**src/rtl/pcmp_pkg.sv**
```systemverilog
package pcmp_pkg;

  // Memory pair of the phase/frequency detector.
  typedef struct packed {
    logic up;
    logic dn;
  } pfd_state_t;

  // One clock step of the phase/frequency detector.
  // A set pair cancels, but edges seen in this cycle still land.
  function automatic pfd_state_t pfd_step(input pfd_state_t cur,
                                          input logic rise_ref,
                                          input logic rise_fb);
    pfd_state_t nxt;
    if (cur.up && cur.dn) begin
      nxt.up = rise_ref;
      nxt.dn = rise_fb;
    end else begin
      nxt.up = cur.up | rise_ref;
      nxt.dn = cur.dn | rise_fb;
    end
    return nxt;
  endfunction

  // One clock step of the set/reset sequential detector.
  function automatic logic rs_step(input logic q,
                                   input logic set_e,
                                   input logic clr_e);
    logic r;
    unique case ({set_e, clr_e})
      2'b11:   r = ~q;
      2'b10:   r = 1'b1;
      2'b01:   r = 1'b0;
      default: r = q;
    endcase
    return r;
  endfunction

endpackage

```
**src/rtl/pcmp_edge_sync.sv**
```systemverilog
module pcmp_edge_sync #(
  parameter int STAGES = 2
) (
  input  logic clk,
  input  logic rst,
  input  logic din,
  output logic level,
  output logic rise
);
  localparam int LAST = STAGES - 1;

  logic [LAST:0] chain;
  logic          prev_q;

  generate
    if (STAGES == 1) begin : g_single
      always_ff @(posedge clk) begin
        if (rst) chain <= '0;
        else     chain <= din;
      end
    end else begin : g_multi
      always_ff @(posedge clk) begin
        if (rst) chain <= '0;
        else     chain <= {chain[LAST-1:0], din};
      end
    end
  endgenerate

  always_ff @(posedge clk) begin
    if (rst) prev_q <= 1'b0;
    else     prev_q <= chain[LAST];
  end

  assign level = chain[LAST];
  assign rise  = chain[LAST] & ~prev_q;
endmodule

```
**src/rtl/pcmp_xor_det.sv**
```systemverilog
module pcmp_xor_det (
  input  logic clk,
  input  logic rst,
  input  logic lvl_ref,
  input  logic lvl_fb,
  output logic q
);
  always_ff @(posedge clk) begin
    if (rst) q <= 1'b0;
    else     q <= lvl_ref ^ lvl_fb;
  end
endmodule

```
**src/rtl/pcmp_pfd.sv**
```systemverilog
module pcmp_pfd
  import pcmp_pkg::*;
(
  input  logic clk,
  input  logic rst,
  input  logic rise_ref,
  input  logic rise_fb,
  output logic up_q,
  output logic dn_q,
  output logic drive,
  output logic oe,
  output logic busy
);
  pfd_state_t st;

  always_ff @(posedge clk) begin
    if (rst) st <= '0;
    else     st <= pfd_step(st, rise_ref, rise_fb);
  end

  assign up_q  = st.up;
  assign dn_q  = st.dn;
  assign oe    = st.up ^ st.dn;
  assign drive = st.up & ~st.dn;
  assign busy  = st.up | st.dn;
endmodule

```
**src/rtl/pcmp_rs_det.sv**
```systemverilog
module pcmp_rs_det
  import pcmp_pkg::*;
(
  input  logic clk,
  input  logic rst,
  input  logic rise_ref,
  input  logic rise_fb,
  output logic q
);
  always_ff @(posedge clk) begin
    if (rst) q <= 1'b0;
    else     q <= rs_step(q, rise_ref, rise_fb);
  end
endmodule

```
**src/rtl/phase_cmp_trio.sv**
```systemverilog
module phase_cmp_trio #(
  parameter int SYNC_STAGES = 2
) (
  input  logic clk,
  input  logic rst,
  input  logic sig_in,
  input  logic fb_in,
  output logic xor_out,
  output logic pfd_out,
  output logic pfd_oe,
  output logic pfd_busy,
  output logic rs_out
);
  // Internal events, named so that the bound checker can reach them.
  logic sig_lvl, fb_lvl;
  logic sig_rise, fb_rise;
  logic pfd_up, pfd_dn;

  pcmp_edge_sync #(.STAGES(SYNC_STAGES)) u_sync_ref (
    .clk(clk), .rst(rst), .din(sig_in), .level(sig_lvl), .rise(sig_rise)
  );

  pcmp_edge_sync #(.STAGES(SYNC_STAGES)) u_sync_fb (
    .clk(clk), .rst(rst), .din(fb_in), .level(fb_lvl), .rise(fb_rise)
  );

  pcmp_xor_det u_xor (
    .clk(clk), .rst(rst), .lvl_ref(sig_lvl), .lvl_fb(fb_lvl), .q(xor_out)
  );

  pcmp_pfd u_pfd (
    .clk(clk), .rst(rst), .rise_ref(sig_rise), .rise_fb(fb_rise),
    .up_q(pfd_up), .dn_q(pfd_dn), .drive(pfd_out), .oe(pfd_oe),
    .busy(pfd_busy)
  );

  pcmp_rs_det u_rs (
    .clk(clk), .rst(rst), .rise_ref(sig_rise), .rise_fb(fb_rise), .q(rs_out)
  );
endmodule

```
**config.mk**
```make
export PLATFORM = sky130hd
export DESIGN_NAME = phase_cmp_trio
export DESIGN_NICKNAME = d
export VERILOG_FILES = /design/src/rtl/pcmp_pkg.sv /design/src/rtl/pcmp_edge_sync.sv /design/src/rtl/pcmp_xor_det.sv /design/src/rtl/pcmp_pfd.sv /design/src/rtl/pcmp_rs_det.sv /design/src/rtl/phase_cmp_trio.sv
export SDC_FILE = /design/constraint.sdc
export NUM_CORES = 1
export LEC_CHECK = 0
export BUFFER_PORTS_ARGS = -buffer_cell sky130_fd_sc_hd__buf_4
export CAP_MARGIN = 15
export CORE_AREA = 2 2 39 41
export CTS_CLUSTER_DIAMETER = 40
export DETAILED_ROUTE_END_ITERATION = 10
export DIE_AREA = 0 0 41 43
export MAX_ROUTING_LAYER = met4
export SETUP_SLACK_MARGIN = 0.4
export SYNTH_ARGS = -nofsm -noshare
export SYNTH_HDL_FRONTEND = slang
export SYNTH_SLANG_ARGS = --single-unit
```
**constraint.sdc**
```tcl
create_clock -name clk -period 1.9 [get_ports clk]
set_clock_uncertainty 0.1 [all_clocks]
set_input_delay 0.19 -clock clk [delete_from_list [all_inputs] [get_ports clk]]
set_output_delay 0.19 -clock clk [all_outputs]
set_load 0.02 [all_outputs]
```
==> flow_metrics.py <==
metrics = {
    "run_status": {
        "status": "finished clean",
    },
    "routing": {
        "wire_per_inst_um": 7.38,
        "drc": 0,
        "first_iter_violations": 0,
        "drt-total-wl_um": 472,
        "num_vias": 255,
        "postRouteAntennaNets": 0,
        "viasPerCell": 3.98,
        "drt_pass1_iterations": 1,
    },
    "global_route": {
        "grt_pass1_vias": 217,
        "antenna_found_initial": 0,
        "grt_start_max_net_pins": 11,
        "grt_pass1_wl_um": 848,
        "grt_usage": 0.0754,
        "grt-ovfl-total": 0,
    },
    "placement": {
        "post_dp_cell_area_um2": 473,
        "placedCellCount": 61,
        "routabilityCongestion": 0.636,
        "port_buffers": 8,
        "dpl.hpwl_um": 370,
    },
    "layout": {
        "final_cell_area_um2": 497,
        "antenna_cells": 0,
        "syn_to_final_growth_pct": 25.2,
        "final_cell_count_no_fill": 64,
        "drive_gt1_frac": 0.271,
        "final_nets": 59,
    },
    "sta": {
        "fmax_mhz": 707,
        "slew_violations": 0,
        "tightestPinTransition_ns": 0.134,
        "hold_violations": 0,
        "setup_viol": 0,
        "grt_setup_unrepaired": "false",
        "finalCritPeriodShare": 0.745,
        "period_minus_slack_ns": 1.42,
        "slew-limit-headroom": 0.911,
        "setup_tns_ns": 0,
    },
    "clock_network": {
        "cts_tree": "built",
        "cts.path.max_buffers": 2,
        "cts_setup_buffers": 0,
        "path_clk_slew_ns": 0.06,
        "root_buffer": "clkbuf_4",
        "clock_latency_ns": 0.25,
        "cts_buffers": 3,
        "cts_resized": 0,
        "cts_hold_buf": 0,
        "cts_max_level": 1,
        "cts_sinks": 10,
    },
    "critical_path": {
        "worstPathCellList": "nand2b_1 -> ha_1 -> or3_1 -> a31oi_2",
        "crit_required_ns": 1.99,
        "regToRegSetupSlack_ns": 0.48,
        "crit_family": "simple AND/OR/NAND/NOR gates",
        "worst-setup-path-type": "reg2reg",
        "crit_fanout": 3,
        "arrival_ns": 1.50,
        "crit_buf_inv": 0,
        "end_kind": "flip-flop",
        "cpPeakStageDelay_ns": 0.32,
        "critPathSlowestCell": "or3_1",
        "worst_setup_path_start_kind": "flip-flop",
    },
    "floorplan": {
        "die_x_um": 41,
        "die_h_um": 43,
        "core_area_mm2": 0.00138,
        "start_util": 0.287,
        "rows": 14,
        "io_pins": 9,
        "dieArea_mm2": 0.00176,
    },
    "synth": {
        "yosysTopAreaCellShare": 0.505,
        "synth_cell_types": 13,
        "ys.flop_type": "dfxtp_1",
        "syn_area_per_cell_um2": 10.4,
        "yosysWarnings": 0,
        "yosysSeqAreaShare": 0.505,
        "synthCells": 38,
        "ys_seq_elements": 10,
        "yosysMostFrequentCell": "dfxtp_1",
        "synth-edff-count": 0,
        "syn_area_um2": 397,
        "async_flop_share": 0,
        "synth_top_cells_by_count": "dfxtp_1 (10), nor2b_1 (6), ha_1 (5)",
        "synth.net_count": 47,
        "synth_area_leader_cell": "dfxtp_1",
        "netlist_top_cells_area": "dfxtp_1 (50%), ha_1 (16%), nor2b_1 (9.5%)",
    },
    "power": {
        "total_leakage_power_nw": 0.225,
        "powerDensity_mw_per_mm2": 829,
        "peakVddDrop_mv": 0.289,
    },
    "run": {
        "cap_violations": 0,
    },
    "min_path": {
        "hp-class": "in2reg",
    },
}
[power by group]
part           total (mW)  internal, mW  switching, mW
combinational      0.0520        0.0258         0.0262
sequential          0.225         0.220        0.00513
clock               0.135        0.0726         0.0620
total               0.412         0.319         0.0934
[worst reg2reg max path: cells and delay by family, from the launching register on]
family | cells | cell delay (ns)
compound gates | 1 | 0.16
fa+ha+maj | 1 | 0.31
flops | 1 | 0.29
simple gates | 2 | 0.49
[cell families (layout without fill, tap and decap cells)]
family | Yosys count | in the layout | share of synthesized area
DFF | 10 | 10 | 0.505
xor gates and xnor gates | 1 | 1 | 0.0221
AOI/OAI and AO/OA | 3 | 3 | 0.0568
buffers and inverters | 5 | 15 | 0.0473
adders and majority gates | 5 | 5 | 0.158
and+or+nand+nor | 14 | 14 | 0.211
[per-stage QoR]
stage                     hold WS [ns]  setup WS [ns]  power (mW)  utilization
after global placement           0.302          0.503       0.282        0.342
after floorplan                  0.218          0.532       0.264            -
after global routing            0.0570          0.416       0.438        0.359
after detailed placement         0.311          0.489       0.283        0.342
final                           0.0485          0.485       0.412        0.359
after CTS                       0.0471          0.469       0.420        0.358
[cell usage in the layout, fill, tap and decap left out]
master	synthesis	layout
ha_1	5	5
a21oi_1	2	2
xnor2_1	1	1
dfxtp_1	10	9
dfxtp_2	0	1
inv_1	4	4
nand2b_1	4	4
nand2_1	1	1
nand3b_1	1	1
nor2_1	1	1
a31oi_2	1	1
nor2b_1	6	6
buf_4	0	8
clkbuf_4	0	3
or3_1	1	1
[sequential cells by signal, indices dropped and copies added, names as in the netlist]
name / count
u_sync_ref.prev_q: 1
u_pfd.dn_q: 1
u_sync_ref.chain: 2
u_pfd.up_q: 1
u_sync_fb.chain: 2
u_sync_fb.prev_q: 1
u_rs.q: 1
u_xor.q: 1
[path summary, 6_finish.rpt]
kind / from / to / cells past startpoint
setup / recovery: u_sync_fb.prev_q$_SDFF_PP0_ / u_rs.q$_SDFFE_PP0P_ / 4
hold / removal: fb_in / u_sync_fb.chain[0]$_SDFF_PP0_ / 2
setup reg to reg: u_sync_fb.prev_q$_SDFF_PP0_ / u_rs.q$_SDFFE_PP0P_ / 4
hold reg to reg: u_sync_ref.chain[0]$_SDFF_PP0_ / u_sync_ref.chain[1]$_SDFF_PP0_ / 1
[layout make-up]
type | instances | area (µm²)
Tap cell | 16 | 20.0
Inverter | 4 | 15.0
Fill cell | 153 | 887
Multi-Input combinational cell | 23 | 178
Sequential cell | 10 | 201
Timing Repair Buffer | 8 | 60.1
Clock buffer | 3 | 22.5
[layer usage]
layer,vias to the layer above,GRT usage,part of all wire
met5,-,-,0
met4,0,0.0600,0
met3,0,0.0314,0.066
met2,7,0.0875,0.47
met1,110,0.0977,0.47
li1,138,-,-
Power figures use the tool's default switching activity.
